### src/rtl/adc_seq_pkg.sv
package adc_seq_pkg;

   typedef enum logic [1:0] {
      ST_IDLE   = 2'd0,
      ST_SETTLE = 2'd1,
      ST_FIRE   = 2'd2,
      ST_WAIT   = 2'd3
   } seq_state_e;

endpackage

### src/rtl/adc_seq_settle.sv
// Settling counter: restarts on each channel change and reports when the
// captured settling count has been reached. The count saturates there.
module adc_seq_settle #(
   parameter int SETTLE_W = 6
) (
   input  logic                clk,
   input  logic                rst_n,
   input  logic                load,
   input  logic [SETTLE_W-1:0] limit,
   input  logic                restart,
   output logic                expired
);

   logic [SETTLE_W-1:0] limit_q;
   logic [SETTLE_W-1:0] cnt_q;

   assign expired = (cnt_q == limit_q);

   always_ff @(posedge clk) begin
      if (!rst_n) begin
         limit_q <= '0;
         cnt_q   <= '0;
      end else begin
         if (load) limit_q <= limit;
         if (restart)       cnt_q <= '0;
         else if (!expired) cnt_q <= cnt_q + 1'b1;
      end
   end

endmodule

### src/rtl/adc_seq_fsm.sv
// Sequencing state machine: channel stepping, strobe, write and pass end.
module adc_seq_fsm
   import adc_seq_pkg::*;
#(
   parameter int CH_W = 3
) (
   input  logic            clk,
   input  logic            rst_n,
   input  logic            go,
   input  logic            sweep,
   input  logic            rpt,
   input  logic [CH_W-1:0] chan,
   input  logic            settle_done,
   input  logic            conv_done,
   output logic [CH_W-1:0] cur_chan,
   output logic            fire,
   output logic            busy,
   output logic            wr_en,
   output logic            eop,
   output logic            accept,
   output logic            restart
);

   localparam logic [CH_W-1:0] TOP_CH = '1;

   seq_state_e      st_q, st_d;
   logic            sweep_q;
   logic [CH_W-1:0] first_q;
   logic [CH_W-1:0] cur_q, cur_d;
   logic            eop_d;
   logic            final_ch;

   assign final_ch = !sweep_q || (cur_q == TOP_CH);
   assign accept   = (st_q == ST_IDLE) && go;

   always_comb begin
      st_d    = st_q;
      cur_d   = cur_q;
      restart = 1'b0;
      wr_en   = 1'b0;
      eop_d   = 1'b0;
      unique case (st_q)
         ST_IDLE: begin
            if (go) begin
               st_d    = ST_SETTLE;
               cur_d   = chan;
               restart = 1'b1;
            end
         end
         ST_SETTLE: if (settle_done) st_d = ST_FIRE;
         ST_FIRE:   st_d = ST_WAIT;
         ST_WAIT: begin
            if (conv_done) begin
               wr_en = 1'b1;
               if (final_ch) begin
                  eop_d = 1'b1;
                  if (sweep_q && rpt) begin
                     st_d    = ST_SETTLE;
                     cur_d   = first_q;
                     restart = 1'b1;
                  end else begin
                     st_d = ST_IDLE;
                  end
               end else begin
                  cur_d   = cur_q + 1'b1;
                  st_d    = ST_SETTLE;
                  restart = 1'b1;
               end
            end
         end
         default: st_d = ST_IDLE;
      endcase
   end

   always_ff @(posedge clk) begin
      if (!rst_n) begin
         st_q    <= ST_IDLE;
         cur_q   <= '0;
         first_q <= '0;
         sweep_q <= 1'b0;
         eop     <= 1'b0;
      end else begin
         st_q  <= st_d;
         cur_q <= cur_d;
         eop   <= eop_d;
         if (accept) begin
            sweep_q <= sweep;
            first_q <= chan;
         end
      end
   end

   assign cur_chan = cur_q;
   assign fire     = (st_q == ST_FIRE);
   assign busy     = (st_q != ST_IDLE);

endmodule

### src/rtl/adc_seq_bank.sv
// One result register per channel, written on done, read combinationally.
module adc_seq_bank #(
   parameter int NCH   = 8,
   parameter int RES_W = 10,
   parameter int CH_W  = 3
) (
   input  logic             clk,
   input  logic             rst_n,
   input  logic             wr_en,
   input  logic [CH_W-1:0]  wr_idx,
   input  logic [RES_W-1:0] wr_data,
   input  logic [CH_W-1:0]  rd_idx,
   output logic [RES_W-1:0] rd_data
);

   logic [RES_W-1:0] regs [NCH];

   for (genvar i = 0; i < NCH; i++) begin : g_ch
      always_ff @(posedge clk) begin
         if (!rst_n)
            regs[i] <= '0;
         else if (wr_en && (wr_idx == CH_W'(i)))
            regs[i] <= wr_data;
      end
   end

   assign rd_data = regs[rd_idx];

endmodule

### src/rtl/adc_scan_seq.sv
module adc_scan_seq #(
   parameter int NCH      = 8,
   parameter int RES_W    = 10,
   parameter int SETTLE_W = 6,
   localparam int CH_W    = $clog2(NCH)
) (
   input  logic                clk,
   input  logic                rst_n,
   input  logic                req_i,
   input  logic                sweep_i,
   input  logic                repeat_i,
   input  logic [CH_W-1:0]     chan_i,
   input  logic [SETTLE_W-1:0] settle_i,
   output logic [CH_W-1:0]     mux_sel_o,
   output logic                conv_start_o,
   input  logic                conv_done_i,
   input  logic [RES_W-1:0]    conv_data_i,
   input  logic [CH_W-1:0]     rd_sel_i,
   output logic [RES_W-1:0]    rd_data_o,
   output logic                busy_o,
   output logic                eop_o
);

   if (NCH < 2 || (1 << CH_W) != NCH) begin : g_bad_nch
      $error("NCH must be a power of two of at least 2");
   end
   if (RES_W < 1 || SETTLE_W < 1) begin : g_bad_width
      $error("RES_W and SETTLE_W must be positive");
   end

   logic            settle_done;
   logic            wr_en;
   logic            accept;
   logic            restart;
   logic [CH_W-1:0] cur_chan;

   adc_seq_fsm #(.CH_W(CH_W)) fsm_i (
      .clk         (clk),
      .rst_n       (rst_n),
      .go          (req_i),
      .sweep       (sweep_i),
      .rpt         (repeat_i),
      .chan        (chan_i),
      .settle_done (settle_done),
      .conv_done   (conv_done_i),
      .cur_chan    (cur_chan),
      .fire        (conv_start_o),
      .busy        (busy_o),
      .wr_en       (wr_en),
      .eop         (eop_o),
      .accept      (accept),
      .restart     (restart)
   );

   adc_seq_settle #(.SETTLE_W(SETTLE_W)) settle_i_u (
      .clk     (clk),
      .rst_n   (rst_n),
      .load    (accept),
      .limit   (settle_i),
      .restart (restart),
      .expired (settle_done)
   );

   adc_seq_bank #(.NCH(NCH), .RES_W(RES_W), .CH_W(CH_W)) bank_i (
      .clk     (clk),
      .rst_n   (rst_n),
      .wr_en   (wr_en),
      .wr_idx  (cur_chan),
      .wr_data (conv_data_i),
      .rd_idx  (rd_sel_i),
      .rd_data (rd_data_o)
   );

   assign mux_sel_o = cur_chan;

endmodule

### config.mk
export PLATFORM = sky130hd
export DESIGN_NAME = adc_scan_seq
export DESIGN_NICKNAME = d
export VERILOG_FILES = /design/src/rtl/adc_seq_pkg.sv /design/src/rtl/adc_seq_settle.sv /design/src/rtl/adc_seq_fsm.sv /design/src/rtl/adc_seq_bank.sv /design/src/rtl/adc_scan_seq.sv
export SDC_FILE = /design/constraint.sdc
export NUM_CORES = 1
export LEC_CHECK = 0
export CAP_MARGIN = 20
export CORE_MARGIN = 5
export CORE_UTILIZATION = 30
export DETAILED_ROUTE_END_ITERATION = 7
export GPL_ROUTABILITY_DRIVEN = 0
export GPL_TIMING_DRIVEN = 0
export PLACE_DENSITY = 0.57
export SLEW_MARGIN = 20
export SYNTH_ARGS = -nofsm -noshare
export SYNTH_HDL_FRONTEND = slang
export SYNTH_HIERARCHICAL = 1
export SYNTH_SLANG_ARGS = --single-unit
### constraint.sdc
create_clock -name clk -period 2.2 [get_ports clk]
set_clock_uncertainty 0.2 [all_clocks]
set_input_delay 0.55 -clock clk [delete_from_list [all_inputs] [get_ports clk]]
set_output_delay 0.55 -clock clk [all_outputs]
set_load 0.01 [all_outputs]
==> results.json <==
{
  "outcome": "finished, violations left",
  "failed_checks": "setup timing",
  "synthAdderAreaFrac": 0.0202,
  "cts_hold_repair.buffers": 0,
  "drt-wirelength-per-cell_um": 19.0,
  "synth_xor_xnor_area_share": 0.0106,
  "synthDominantCellAreaShare": 0.484,
  "p_leak_uw": 0.00217,
  "worst_slew_slack_as_a_fraction_of_its_limit": 0.572,
  "synth_cell_types": 43,
  "final_layout_size_suffix_gt1_frac": 0.265,
  "power.density_cell_area_nw_per_um2": 902,
  "final_min_period_over_clock_period": 1.10,
  "synth.top_cells.by_count": "sky130_fd_sc_hd__edfxtp_1, sky130_fd_sc_hd__nor3_1, sky130_fd_sc_hd__dfxtp_1, sky130_fd_sc_hd__clkbuf_1, sky130_fd_sc_hd__nand2_1",
  "worst_hold_path_type": "register to register",
  "hpwlAfterDp_mm": 8.70,
  "leading_register_cell_type_out_of_synthesis": "sky130_fd_sc_hd__edfxtp_1",
  "synth_area_leader_cell": "sky130_fd_sc_hd__edfxtp_1",
  "worstSetupEndpointType": "output pin",
  "grt_use_total": 0.134,
  "report.final.slew_viol_count": 0,
  "tightest_slew_ps": 642,
  "synth_sequential_area_ratio": 0.573,
  "die_height_um": 139,
  "power.total_uw": 5580,
  "portion_of_netlist_area_occupied_by_mux_cells": 0.153,
  "place_area_um2": 5670,
  "rr_worst_depth": 6,
  "source_of_the_worst_hold_timing_path": "fsm_i/first_q[2]",
  "final-hold-violation-count": 0,
  "detail_route.drc_violations": 0,
  "grt_pass1_wl_mm": 19.9,
  "main_combinational_cell_family_by_area_after_synthesis": "simple AND/OR/NAND/NOR gates",
  "worst-path-max-fanout": 1,
  "synthesis.area_um2": 4960,
  "dr_total_vias": 3414,
  "vdd_drop_max_v": 0.000491,
  "post_synth_edffs": 80,
  "clock_tree.buffer_depth": 2,
  "first_iter_violations": 254,
  "finalNetCount": 483,
  "pin_count": 44,
  "synth_compound_area_frac": 0.0439,
  "cp.required_ps": 1450,
  "hold_path_depth": 2,
  "fin_cells": 672,
  "clk_pin_slew_ps": 70,
  "finalInstanceArea_um2": 6190,
  "cts_sinks": 102,
  "cts_h_tree_lvls": 3,
  "first_global_vias": 3557,
  "grt_start_max_net_pins": 19,
  "antenna_found_initial": 0,
  "fp.dieW_um": 139,
  "yosys.area_share.simple": 0.160,
  "setup_viol": 10,
  "period_minus_slack_ps": 2410,
  "numCtsBuffers": 9,
  "final_critical_path_setup_slack_ps": -213,
  "startpoint": "bank_i/regs[5][5]",
  "syn-num-nets": 418,
  "synth.avg_cell_area_um2": 13.0,
  "dieArea_um2": 19200,
  "clockRootBuffer": "sky130_fd_sc_hd__clkbuf_16",
  "async_flop_share": 0,
  "numPlacedInstances": 649,
  "ys_seq_elements": 102,
  "grt-ovfl-total": 0,
  "critical_path_arrival_ps": 1660,
  "drt_wl_total_mm": 12.8,
  "fmax_ghz": 0.414,
  "antenna_violating_nets_post_route": 0,
  "number_of_placement_rows": 47,
  "start_to_end_type_of_the_worst_setup_path": "register to output pin",
  "placement.io_buffers": 40,
  "start_util": 0.302,
  "synth_to_final_area_change_pct": 24.9,
  "antenna_cells_inserted": 0,
  "area_of_the_core_um2": 16400,
  "max_cap_violations": 0,
  "timing.rr.end": "bank_i/regs[5][7]",
  "worstSetupStartpointType": "register",
  "post_detailed_route_via_to_cell_ratio": 5.08,
  "yosys_warnings": 6,
  "drt_pre_antenna_iters": 4,
  "syn_inst": 382,
  "min_delay_worst_endpoint": "fsm_i/first_q[2]",
  "ys_top_cells_by_area": "sky130_fd_sc_hd__edfxtp_1, sky130_fd_sc_hd__mux4_1, sky130_fd_sc_hd__dfxtp_1",
  "reg2reg_from": "fsm_i/st_q[1]",
  "cts_tree": "yes",
  "rsz0062_at_grt": "yes",
  "r2r_setup_slack_ps": 110,
  "worstSkewPairLatency_ps": 350
}
[layout by cell type (no fill, tap or decap), types with 10 or more instances in the layout]
| master | netlist | routed |
|---|---|---|
| sky130_fd_sc_hd__mux4_2 | 0 | 20 |
| sky130_fd_sc_hd__dfxtp_1 | 22 | 16 |
| sky130_fd_sc_hd__nor3_1 | 80 | 80 |
| sky130_fd_sc_hd__nand2_1 | 21 | 20 |
| sky130_fd_sc_hd__buf_4 | 1 | 16 |
| sky130_fd_sc_hd__mux2_4 | 0 | 10 |
| sky130_fd_sc_hd__buf_6 | 3 | 11 |
| sky130_fd_sc_hd__clkinv_1 | 10 | 11 |
| sky130_fd_sc_hd__edfxtp_1 | 80 | 80 |
| sky130_fd_sc_hd__clkdlybuf4s50_1 | 0 | 27 |
| sky130_fd_sc_hd__mux2i_1 | 12 | 12 |
| sky130_fd_sc_hd__clkbuf_1 | 21 | 12 |
[final cells by class]
cell class                 instances  area [um^2]
clock inverter                     7         56.3
multi-input combinational        236         2040
inverter                          18         67.6
tap                              220          275
sequential                       102         2850
fill                            1559        10200
buffer                            26          159
clock buffer                       9          225
timing repair buffer              54          517
[kinds of logic after synthesis]
logic type,after synthesis
DFF,102
AOI/OAI and AO/OA,30
muxes,42
xor gates and xnor gates,6
buffers and inverters,44
and+or+nand+nor,150
adders and majority gates,8
[per-stage QoR]
stage	setup TNS, ps	setup WS (ps)	util	hold WS [ps]
final	-1880	-213	0.377	263
after global routing	-2330	-267	0.377	292
after CTS	-3190	-230	0.372	265
after detailed placement	-111000	-826	0.346	255
after global placement	-153940	-1290	0.342	254
after floorplan	-10010	-145	-	236
[per-layer routing]
layer	part of all wire	up-vias	GRT usage
met2	0.50	144	0.216
met3	0.079	15	0.0500
met4	0.015	0	0.0442
li1	-	1578	-
met5	0	-	0
met1	0.40	1677	0.166
[flip-flops by register name, indices dropped and copies added (netlist names)]
| register | flops |
|---|---|
| fsm_i/first_q | 3 |
| settle_i_u/limit_q | 6 |
| fsm_i/eop | 1 |
| settle_i_u/cnt_q | 6 |
| fsm_i/sweep_q | 1 |
| fsm_i/st_q | 2 |
| fsm_i/cur_chan | 3 |
| bank_i/regs | 80 |
[what timing repair did]
action | CTS | global route
endpoints found under the setup margin | 175 | 88
pin swaps | 4 | 5
buffers inserted | 3 | 4
cloned | 0 | 0
gates resized for setup | 86 | 20
[where the power goes]
group          total [uW]  leakage, uW  internal (uW)  switching [uW]
clock                1530     0.000137            784             744
sequential           2370      0.00101           2240             136
combinational        1680      0.00103            704             978
[worst max-delay path, stage by stage, from the launching register on]
cell	delay, ps
sky130_fd_sc_hd__edfxtp_1	380
sky130_fd_sc_hd__mux4_2	500
sky130_fd_sc_hd__mux2_4	310
sky130_fd_sc_hd__buf_6	120
[worst max-delay path by stage]
stage | endpoint | slack [ps] | depth (start not counted)
2_1_floorplan | bank_i/regs[5][0] | -150 | 5
3_3_place_gp | bank_i/regs[2][6] | -1290 | 4
3_5_place_dp | bank_i/regs[1][9] | -830 | 4
4_1_cts | rd_data_o[5] | -230 | 3
5_1_grt | rd_data_o[5] | -270 | 3
6_report | rd_data_o[5] | -210 | 3
Note: power is estimated with default switching activity, not from simulation.
